$ cat config.mk
export PLATFORM = sky130hd
export DESIGN_NAME = dbg_mailbox
export DESIGN_NICKNAME = d
export VERILOG_FILES = /design/src/rtl/dbgmb_pkg.sv /design/src/rtl/dbgmb_fifo.sv /design/src/rtl/dbgmb_decode.sv /design/src/rtl/dbgmb_channel.sv /design/src/rtl/dbg_mailbox.sv
export SDC_FILE = /design/constraint.sdc
export NUM_CORES = 1
export LEC_CHECK = 0
export ABC_AREA = 1
export BUFFER_PORTS_ARGS = -buffer_cell sky130_fd_sc_hd__buf_2
export CORE_MARGIN = 2
export CORE_UTILIZATION = 40
export CTS_CLUSTER_SIZE = 16
export DETAILED_ROUTE_END_ITERATION = 8
export GPL_TIMING_DRIVEN = 0
export SLEW_MARGIN = 0
export SYNTH_ARGS = -nofsm -noshare
export SYNTH_HDL_FRONTEND = slang
export SYNTH_SLANG_ARGS = --single-unit
$ cat constraint.sdc
create_clock -name clk -period 2.7 [get_ports clk]
set_input_delay 0 -clock clk [delete_from_list [all_inputs] [get_ports clk]]
set_output_delay 0 -clock clk [all_outputs]
set_load 0.03 [all_outputs]
$ cat src/rtl/dbgmb_pkg.sv
package dbgmb_pkg;

  localparam int MB_BASE     = 'h200;
  localparam int MB_CAP_ADDR = 'h280;
  localparam int MB_MAX_CH   = 7;
  localparam int MB_CH_W     = 3;

  localparam logic [3:0] OFF_SEND = 4'h0;
  localparam logic [3:0] OFF_RECV = 4'h4;
  localparam logic [3:0] OFF_STAT = 4'h8;

  typedef enum logic [2:0] {
    ACC_NONE,
    ACC_SEND,
    ACC_RECV,
    ACC_STAT,
    ACC_CAP
  } acc_kind_e;

  typedef struct packed {
    acc_kind_e            kind;
    logic [MB_CH_W-1:0]   ch;
  } acc_t;

endpackage

$ cat src/rtl/dbgmb_fifo.sv
module dbgmb_fifo #(
  parameter int W     = 32,
  parameter int DEPTH = 4
) (
  input  logic         clk,
  input  logic         rst,
  input  logic         push,
  input  logic [W-1:0] push_data,
  input  logic         pop,
  output logic [W-1:0] pop_data,
  output logic         full,
  output logic         empty
);

  localparam int PW = (DEPTH > 1) ? $clog2(DEPTH) : 1;
  localparam int CW = $clog2(DEPTH + 1);

  logic [W-1:0]  mem [DEPTH];
  logic [PW-1:0] wr_ptr, rd_ptr;
  logic [CW-1:0] count;
  logic          do_push, do_pop;

  assign full    = (count == CW'(DEPTH));
  assign empty   = (count == '0);
  assign do_push = push && !full;
  assign do_pop  = pop && !empty;

  // storage without reset so a RAM primitive can be mapped
  always_ff @(posedge clk) begin
    if (do_push) mem[wr_ptr] <= push_data;
  end

  assign pop_data = mem[rd_ptr];

  always_ff @(posedge clk) begin
    if (rst) begin
      wr_ptr <= '0;
      rd_ptr <= '0;
      count  <= '0;
    end else begin
      if (do_push) wr_ptr <= (wr_ptr == PW'(DEPTH - 1)) ? '0 : wr_ptr + 1'b1;
      if (do_pop)  rd_ptr <= (rd_ptr == PW'(DEPTH - 1)) ? '0 : rd_ptr + 1'b1;
      case ({do_push, do_pop})
        2'b10:   count <= count + 1'b1;
        2'b01:   count <= count - 1'b1;
        default: count <= count;
      endcase
    end
  end

endmodule

$ cat src/rtl/dbgmb_decode.sv
module dbgmb_decode
  import dbgmb_pkg::*;
#(
  parameter int NUM_CH = 2,
  parameter int ADDR_W = 12
) (
  input  logic [ADDR_W-1:0] addr,
  output acc_t              acc
);

  localparam int SLOT_W = ADDR_W - 4;

  logic [ADDR_W-1:0] rel;
  logic [SLOT_W-1:0] slot;

  assign rel  = addr - ADDR_W'(MB_BASE);
  assign slot = rel[ADDR_W-1:4];

  always_comb begin
    acc.kind = ACC_NONE;
    acc.ch   = '0;
    if (addr == ADDR_W'(MB_CAP_ADDR)) begin
      acc.kind = ACC_CAP;
    end else if (addr >= ADDR_W'(MB_BASE) && slot < SLOT_W'(NUM_CH)) begin
      acc.ch = MB_CH_W'(slot);
      case (rel[3:0])
        OFF_SEND: acc.kind = ACC_SEND;
        OFF_RECV: acc.kind = ACC_RECV;
        OFF_STAT: acc.kind = ACC_STAT;
        default:  acc.kind = ACC_NONE;
      endcase
    end
  end

endmodule

$ cat src/rtl/dbgmb_channel.sv
module dbgmb_channel #(
  parameter int DATA_W = 32,
  parameter int DEPTH  = 4
) (
  input  logic              clk,
  input  logic              rst,
  input  logic              dbg_push,
  input  logic [DATA_W-1:0] dbg_wdata,
  input  logic              dbg_pop,
  output logic [DATA_W-1:0] c2d_head,
  output logic              c2d_full,
  output logic              c2d_empty,
  output logic              d2c_empty,
  input  logic              core_c2d_valid,
  input  logic [DATA_W-1:0] core_c2d_data,
  output logic              core_c2d_ready,
  output logic              core_d2c_valid,
  output logic [DATA_W-1:0] core_d2c_data,
  input  logic              core_d2c_ready
);

  logic d2c_full_unused;

  dbgmb_fifo #(.W(DATA_W), .DEPTH(DEPTH)) u_c2d (
    .clk(clk), .rst(rst),
    .push(core_c2d_valid), .push_data(core_c2d_data),
    .pop(dbg_pop), .pop_data(c2d_head),
    .full(c2d_full), .empty(c2d_empty)
  );

  dbgmb_fifo #(.W(DATA_W), .DEPTH(DEPTH)) u_d2c (
    .clk(clk), .rst(rst),
    .push(dbg_push), .push_data(dbg_wdata),
    .pop(core_d2c_ready), .pop_data(core_d2c_data),
    .full(d2c_full_unused), .empty(d2c_empty)
  );

  assign core_c2d_ready = !c2d_full;
  assign core_d2c_valid = !d2c_empty;

endmodule

$ cat src/rtl/dbg_mailbox.sv
module dbg_mailbox
  import dbgmb_pkg::*;
#(
  parameter int NUM_CH = 2,
  parameter int DATA_W = 32,
  parameter int DEPTH  = 4,
  parameter int ADDR_W = 12
) (
  input  logic                     clk,
  input  logic                     rst,
  input  logic                     dbg_req,
  input  logic                     dbg_we,
  input  logic [ADDR_W-1:0]        dbg_addr,
  input  logic [DATA_W-1:0]        dbg_wdata,
  output logic                     dbg_rvalid,
  output logic [DATA_W-1:0]        dbg_rdata,
  input  logic [NUM_CH-1:0]        c2d_valid,
  input  logic [NUM_CH*DATA_W-1:0] c2d_data,
  output logic [NUM_CH-1:0]        c2d_ready,
  output logic [NUM_CH-1:0]        d2c_valid,
  output logic [NUM_CH*DATA_W-1:0] d2c_data,
  input  logic [NUM_CH-1:0]        d2c_ready
);

  localparam logic [DATA_W-1:0] CAP_MASK = DATA_W'((64'd1 << NUM_CH) - 64'd1);

  acc_t              acc;
  logic              rd_req, wr_req;
  logic [NUM_CH-1:0] push_v, pop_v;
  logic [NUM_CH-1:0] c2d_full_v, c2d_empty_v, d2c_empty_v;
  logic [DATA_W-1:0] c2d_head [NUM_CH];
  logic [DATA_W-1:0] rd_mux;

  assign rd_req = dbg_req && !dbg_we;
  assign wr_req = dbg_req && dbg_we;

  dbgmb_decode #(.NUM_CH(NUM_CH), .ADDR_W(ADDR_W)) u_dec (
    .addr(dbg_addr),
    .acc (acc)
  );

  for (genvar i = 0; i < NUM_CH; i++) begin : g_ch
    assign push_v[i] = wr_req && acc.kind == ACC_SEND && acc.ch == MB_CH_W'(i);
    assign pop_v[i]  = rd_req && acc.kind == ACC_RECV && acc.ch == MB_CH_W'(i);

    dbgmb_channel #(.DATA_W(DATA_W), .DEPTH(DEPTH)) u_chan (
      .clk           (clk),
      .rst           (rst),
      .dbg_push      (push_v[i]),
      .dbg_wdata     (dbg_wdata),
      .dbg_pop       (pop_v[i]),
      .c2d_head      (c2d_head[i]),
      .c2d_full      (c2d_full_v[i]),
      .c2d_empty     (c2d_empty_v[i]),
      .d2c_empty     (d2c_empty_v[i]),
      .core_c2d_valid(c2d_valid[i]),
      .core_c2d_data (c2d_data[i*DATA_W +: DATA_W]),
      .core_c2d_ready(c2d_ready[i]),
      .core_d2c_valid(d2c_valid[i]),
      .core_d2c_data (d2c_data[i*DATA_W +: DATA_W]),
      .core_d2c_ready(d2c_ready[i])
    );
  end

  always_comb begin
    rd_mux = '0;
    for (int i = 0; i < NUM_CH; i++) begin
      if (acc.ch == MB_CH_W'(i)) begin
        case (acc.kind)
          ACC_RECV: rd_mux = c2d_empty_v[i] ? '0 : c2d_head[i];
          ACC_STAT: rd_mux = DATA_W'({!c2d_full_v[i], !d2c_empty_v[i]});
          default:  ;
        endcase
      end
    end
    if (acc.kind == ACC_CAP) rd_mux = CAP_MASK;
  end

  always_ff @(posedge clk) begin
    if (rst) begin
      dbg_rvalid <= 1'b0;
      dbg_rdata  <= '0;
    end else begin
      dbg_rvalid <= rd_req;
      dbg_rdata  <= rd_req ? rd_mux : '0;
    end
  end

endmodule

==> report_table.html <==
<table>
<tr><th>Metric</th><th>Value</th></tr>
<tr><th colspan="2">Hold path</th></tr>
<tr><td>Worst Hold Launch</td><td>dbg_req</td></tr>
<tr><td>HP Class</td><td>in -&gt; reg</td></tr>
<tr><td>Hold endpoint</td><td>g_ch[1].u_chan.u_d2c.wr_ptr[0]</td></tr>
<tr><td>Hold depth</td><td>8</td></tr>
<tr><th colspan="2">Critical path</th></tr>
<tr><td>Critical path, cell by cell</td><td>buf_2, clkinvlp_4, clkbuf_1, o21ai_0, o22ai_1, buf_2</td></tr>
<tr><td>Number of cells on the worst reg-to-reg path</td><td>10</td></tr>
<tr><td>Required time of the worst setup path</td><td>roughly 2.7 ns</td></tr>
<tr><td>Crit Path Max Fanout</td><td>10</td></tr>
<tr><td>Worst-path cell with the longest stage delay</td><td>sky130_fd_sc_hd__clkbuf_1</td></tr>
<tr><td>Launching element type of the critical path</td><td>flop</td></tr>
<tr><td>Critical path class</td><td>reg -&gt; out</td></tr>
<tr><td>CP dominant cell by count</td><td>sky130_fd_sc_hd__buf_2</td></tr>
<tr><td>Critical path endpoint category</td><td>primary output</td></tr>
<tr><td>R2R Path Start</td><td>g_ch[0].u_chan.u_c2d.count[0]</td></tr>
<tr><td>End of the worst register-to-register path</td><td>g_ch[0].u_chan.u_c2d.count[2]</td></tr>
<tr><td>Slowest cell delay on critical path</td><td>roughly 0.5 ns</td></tr>
<tr><td>CP Data Arrival Time</td><td>roughly 2.6 ns</td></tr>
<tr><td>Reg-to-reg setup timing slack</td><td>0.37 ns</td></tr>
<tr><th colspan="2">Route</th></tr>
<tr><td>First-pass iteration count of the detailed router</td><td>5</td></tr>
<tr><td>Via count normalized by instance count</td><td>between 5 and 6</td></tr>
<tr><td>Antenna viol nets, final</td><td>0</td></tr>
<tr><td>Via count</td><td>approximately 15000</td></tr>
<tr><td>Final wirelength</td><td>approximately 57000 µm</td></tr>
<tr><td>Routed len/inst</td><td>19.34 µm</td></tr>
<tr><td>DRC violation total after the first TritonRoute iteration</td><td>~1100</td></tr>
<tr><td>Remaining design rule violation count</td><td>0</td></tr>
<tr><th colspan="2">Synthesis</th></tr>
<tr><td>Number of register bits inferred by synthesis</td><td>581</td></tr>
<tr><td>Proportion of netlist area held by the largest area contributor</td><td>around 69%</td></tr>
<tr><td>Cell taking the most area after synthesis</td><td>sky130_fd_sc_hd__edfxtp_1</td></tr>
<tr><td>Average instance area after synthesis</td><td>12.97 µm²</td></tr>
<tr><td>Summed instance area of the synthesized netlist</td><td>between 20000 and 25000 µm²</td></tr>
<tr><td>Gate count of the mapped netlist</td><td>~1700</td></tr>
<tr><td>Fraction of registers with async set/reset</td><td>0%</td></tr>
<tr><td>Syn. warnings</td><td>0</td></tr>
<tr><td>Sequential share of the synthesized area</td><td>74.78%</td></tr>
<tr><td>Most frequently used flop master after synthesis</td><td>sky130_fd_sc_hd__edfxtp_1</td></tr>
<tr><td>Biggest area contributors in the synthesized netlist</td><td>sky130_fd_sc_hd__edfxtp_1 69%, sky130_fd_sc_hd__dfxtp_1 6.2%, sky130_fd_sc_hd__o21ai_0 5.6%, sky130_fd_sc_hd__nor2_1 3.6%, sky130_fd_sc_hd__nand2_1 2.6%</td></tr>
<tr><td>Cell variety after synth</td><td>36</td></tr>
<tr><td>Number of enable flip-flop cells after synthesis</td><td>slightly above 500</td></tr>
<tr><td>Most repeated cell in the gate-level netlist after synthesis</td><td>sky130_fd_sc_hd__edfxtp_1</td></tr>
<tr><td>Most numerous cell types in the synthesized netlist</td><td>512 x sky130_fd_sc_hd__edfxtp_1, 251 x sky130_fd_sc_hd__o21ai_0, 212 x sky130_fd_sc_hd__nor2_1, 154 x sky130_fd_sc_hd__nand2_1, 110 x sky130_fd_sc_hd__inv_1</td></tr>
<tr><td>Synthesized Nets</td><td>about 1900</td></tr>
<tr><th colspan="2">Pwr</th></tr>
<tr><td>Int Power</td><td>about 15 mW</td></tr>
<tr><td>Total Power</td><td>20.54 mW</td></tr>
<tr><td>Net Sw Frac</td><td>between 20% and 30%</td></tr>
<tr><td>Total net switching power</td><td>5.115 mW</td></tr>
<tr><td>Combinational Power Share</td><td>11.3%</td></tr>
<tr><td>Maximum resistive drop on vdd</td><td>624.0 µV</td></tr>
<tr><td>Sequential power share</td><td>49.0%</td></tr>
<tr><td>Areal power density over the cells</td><td>about 730 nW/µm²</td></tr>
<tr><td>Static leakage</td><td>slightly above 10 nW</td></tr>
<tr><td>Clock power frac</td><td>between 30% and 40%</td></tr>
<tr><th colspan="2">Global route</th></tr>
<tr><td>Number of antenna violations at the first check in global routing</td><td>9</td></tr>
<tr><td>Grt met3 use</td><td>~3.6%</td></tr>
<tr><td>GR met1 Demand/Resource</td><td>between 20% and 30%</td></tr>
<tr><td>Pin count of the biggest net entering global routing</td><td>29</td></tr>
<tr><td>Vias in the first global route</td><td>approximately 15000</td></tr>
<tr><td>First-pass GRT wire length</td><td>84450 µm</td></tr>
<tr><td>GR Layer Usage met2</td><td>about a third</td></tr>
<tr><td>Layer with the highest usage after global routing</td><td>met2</td></tr>
<tr><td>Total global routing overflow</td><td>0</td></tr>
<tr><td>Combined global-route utilization of all metal layers</td><td>between 10% and 20%</td></tr>
<tr><th colspan="2">Floorplanning</th></tr>
<tr><td>Die area</td><td>a little under 60000 µm²</td></tr>
<tr><td>Placeable Area</td><td>~55000 µm²</td></tr>
<tr><td>Core Rows</td><td>86</td></tr>
<tr><td>Ports placed on the boundary</td><td>217</td></tr>
<tr><td>Die Span X</td><td>240.7 µm</td></tr>
<tr><td>Initial core utilization</td><td>about 41%</td></tr>
<tr><td>Floorplan die height</td><td>about 240 µm</td></tr>
<tr><th colspan="2">STA</th></tr>
<tr><td>Part of the cycle the worst path needs</td><td>95.09%</td></tr>
<tr><td>Unrepaired setup endpoints after global routing</td><td>false</td></tr>
<tr><td>Max-slew headroom at the worst pin</td><td>55.22%</td></tr>
<tr><td>Worst Max-Slew Pin Slew</td><td>~0.66 ns</td></tr>
<tr><td>Worst hold slack after final layout</td><td>between 0.05 and 0.06 ns</td></tr>
<tr><td>Max Clock Skew</td><td>approximately 0.040 ns</td></tr>
<tr><td>Setup total negative slack</td><td>0 ns</td></tr>
<tr><td>Final number of max-transition violations</td><td>0</td></tr>
<tr><td>Final setup fails</td><td>0</td></tr>
<tr><td>Final Hold Violating Endpoints</td><td>0</td></tr>
<tr><td>Max Clk Rate</td><td>389.5 MHz</td></tr>
<tr><td>Clock period minus worst slack</td><td>about 2.6 ns</td></tr>
<tr><th colspan="2">Finish</th></tr>
<tr><td>FF/Latch Area</td><td>~17000 µm²</td></tr>
<tr><td>Number of nets in the layout</td><td>2282</td></tr>
<tr><td>Filler cell count in the final layout</td><td>approximately 4700</td></tr>
<tr><td>Area delta synth-&gt;final</td><td>25.02%</td></tr>
<tr><td>Post-layout util</td><td>between 50% and 60%</td></tr>
<tr><td>Area of combinational cells with multiple inputs</td><td>slightly below 5000 µm²</td></tr>
<tr><td>Layout cells sized above 1</td><td>19.39%</td></tr>
<tr><th colspan="2">CTS</th></tr>
<tr><td>Maximum level of the CTS H-tree</td><td>2</td></tr>
<tr><td>Total clock buffers created by CTS</td><td>between 50 and 60</td></tr>
<tr><td>TritonCTS sink count</td><td>581</td></tr>
<tr><td>Bufs on Longest Clock Path</td><td>3</td></tr>
<tr><td>Root buffer cell</td><td>sky130_fd_sc_hd__clkbuf_16</td></tr>
<tr><td>Clock insertion delay at the later pin of the skew report</td><td>0.63 ns</td></tr>
<tr><td>Clock tree from TritonCTS</td><td>yes</td></tr>
<tr><td>Clock input transition at the sequential cells of the worst setup and hold paths</td><td>around 0.060 ns</td></tr>
<tr><th colspan="2">Placement</th></tr>
<tr><td>Number of buffers added on ports</td><td>about 220</td></tr>
<tr><td>Global placement routability congestion</td><td>around 0.8</td></tr>
<tr><td>DP HPWL</td><td>about 38000 µm</td></tr>
<tr><th colspan="2">Outcome</th></tr>
<tr><td>Result of the run</td><td>completed</td></tr>
<tr><th colspan="2">Run</th></tr>
<tr><td>Max-cap viol count</td><td>0</td></tr>
</table>
[flip-flops by register name, summed over array words and instances, names as in the netlist, named ones only]
signal                    count
g_ch.u_chan.u_c2d.wr_ptr      4
dbg_rdata                    32
g_ch.u_chan.u_c2d.mem       256
g_ch.u_chan.u_c2d.count       6
g_ch.u_chan.u_d2c.mem       256
g_ch.u_chan.u_c2d.rd_ptr      4
g_ch.u_chan.u_d2c.count       6
g_ch.u_chan.u_d2c.wr_ptr      4
g_ch.u_chan.u_d2c.rd_ptr      4
dbg_rvalid                    1
[power groups by stage]
stage | Clock [mW] | Combinational [mW] | Sequential (mW)
floorplan | 0 | 1.30 | 10.3
global placement | 0 | 2.11 | 10.3
detailed placement | 0 | 2.20 | 10.3
CTS | 8.28 | 2.33 | 10.1
global route | 8.68 | 2.50 | 10.1
finish | 8.15 | 2.32 | 10.1
[stage by stage]
stage	area (µm²)	std cells	setup WS, ns
floorplan	22420	1728	-0.09914
global placement	24430	2692	-1.464
detailed placement	24880	2708	0.02708
CTS	27980	2932	0.01766
global route	28010	2937	0.04890
finish	28010	2937	0.1325
[layout by cell type, fill, tap and decap left out, types with 4 or more instances in the layout]
| cell type | synthesis | routed |
|---|---|---|
| sky130_fd_sc_hd__a21oi_1 | 102 | 102 |
| sky130_fd_sc_hd__a21oi_2 | 27 | 27 |
| sky130_fd_sc_hd__buf_1 | 5 | 5 |
| sky130_fd_sc_hd__buf_12 | 0 | 14 |
| sky130_fd_sc_hd__buf_2 | 29 | 245 |
| sky130_fd_sc_hd__buf_4 | 4 | 7 |
| sky130_fd_sc_hd__bufinv_16 | 0 | 6 |
| sky130_fd_sc_hd__clkbuf_1 | 51 | 61 |
| sky130_fd_sc_hd__clkbuf_16 | 0 | 60 |
| sky130_fd_sc_hd__clkinv_1 | 4 | 15 |
| sky130_fd_sc_hd__clkinv_2 | 0 | 13 |
| sky130_fd_sc_hd__dfxtp_1 | 69 | 69 |
| sky130_fd_sc_hd__dlygate4sd3_1 | 0 | 113 |
| sky130_fd_sc_hd__edfxtp_1 | 512 | 512 |
| sky130_fd_sc_hd__fa_1 | 4 | 4 |
| sky130_fd_sc_hd__ha_1 | 25 | 25 |
| sky130_fd_sc_hd__inv_1 | 110 | 110 |
| sky130_fd_sc_hd__nand2_1 | 154 | 153 |
| sky130_fd_sc_hd__nand2_2 | 3 | 4 |
| sky130_fd_sc_hd__nand3_1 | 49 | 49 |
| sky130_fd_sc_hd__nor2_1 | 212 | 196 |
| sky130_fd_sc_hd__nor2_4 | 4 | 20 |
| sky130_fd_sc_hd__nor3_1 | 5 | 5 |
| sky130_fd_sc_hd__o21ai_0 | 251 | 251 |
| sky130_fd_sc_hd__o22ai_1 | 76 | 76 |
[layout make-up]
cell class	instances	area share (%)
Timing Repair Buffer	348	9.174
Inverter	117	1.581
Buffer	93	1.514
Clock buffer	73	5.641
Multi-Input combinational cell	937	17.53
Clock inverter	38	1.389
Sequential cell	581	59.81
Antenna cell	2	0.01787
Tap cell	748	3.341
[logic make-up (layout without fill, tap and decap cells)]
logic type | Yosys count | after routing | share of synthesized area, %
simple gates | 438 | 438 | 8.063
compound gates | 469 | 469 | 11.48
other cells | 0 | 2 | 0
buf+inv | 210 | 669 | 3.853
flops | 581 | 581 | 74.78
xor+xnor | 1 | 1 | 0.07261
fa+ha+maj | 29 | 29 | 1.753
[worst max-delay path: cells and delay by family (launching register included)]
kind | cells | cell delay, ns
AO/OA/AOI/OAI | 2 | 0.46
buffers and inverters | 4 | 1.20
flip-flops | 1 | 0.31
[worst max-delay path by stage]
| stage | from | end | depth (start not counted) |
|---|---|---|---|
| after floorplan | dbg_addr[9] | g_ch[1].u_chan.u_d2c.mem[0][0] | 8 |
| after global placement | dbg_addr[9] | g_ch[1].u_chan.u_d2c.mem[0][19] | 9 |
| after detailed placement | dbg_addr[9] | g_ch[1].u_chan.u_c2d.count[2] | 16 |
| after CTS | dbg_addr[1] | g_ch[1].u_chan.u_c2d.count[2] | 17 |
| after global routing | flop | d2c_data[4] | 6 |
| final | flop | d2c_data[4] | 6 |
[what timing repair did]
item                       4_1_cts  5_1_grt
resized for setup                0        2
hold endpoints to repair       540        2
setup buffers                    0        3
setup endpoints to repair        0        3
hold buffers                   113        1
[routing by layer]
metal	vias up	wire length, µm
met1	7203	23050
li1	7028	-
met2	479	28460
met5	-	84
met4	14	1700
met3	108	3507
Note: power is estimated with default switching activity, not from simulation.
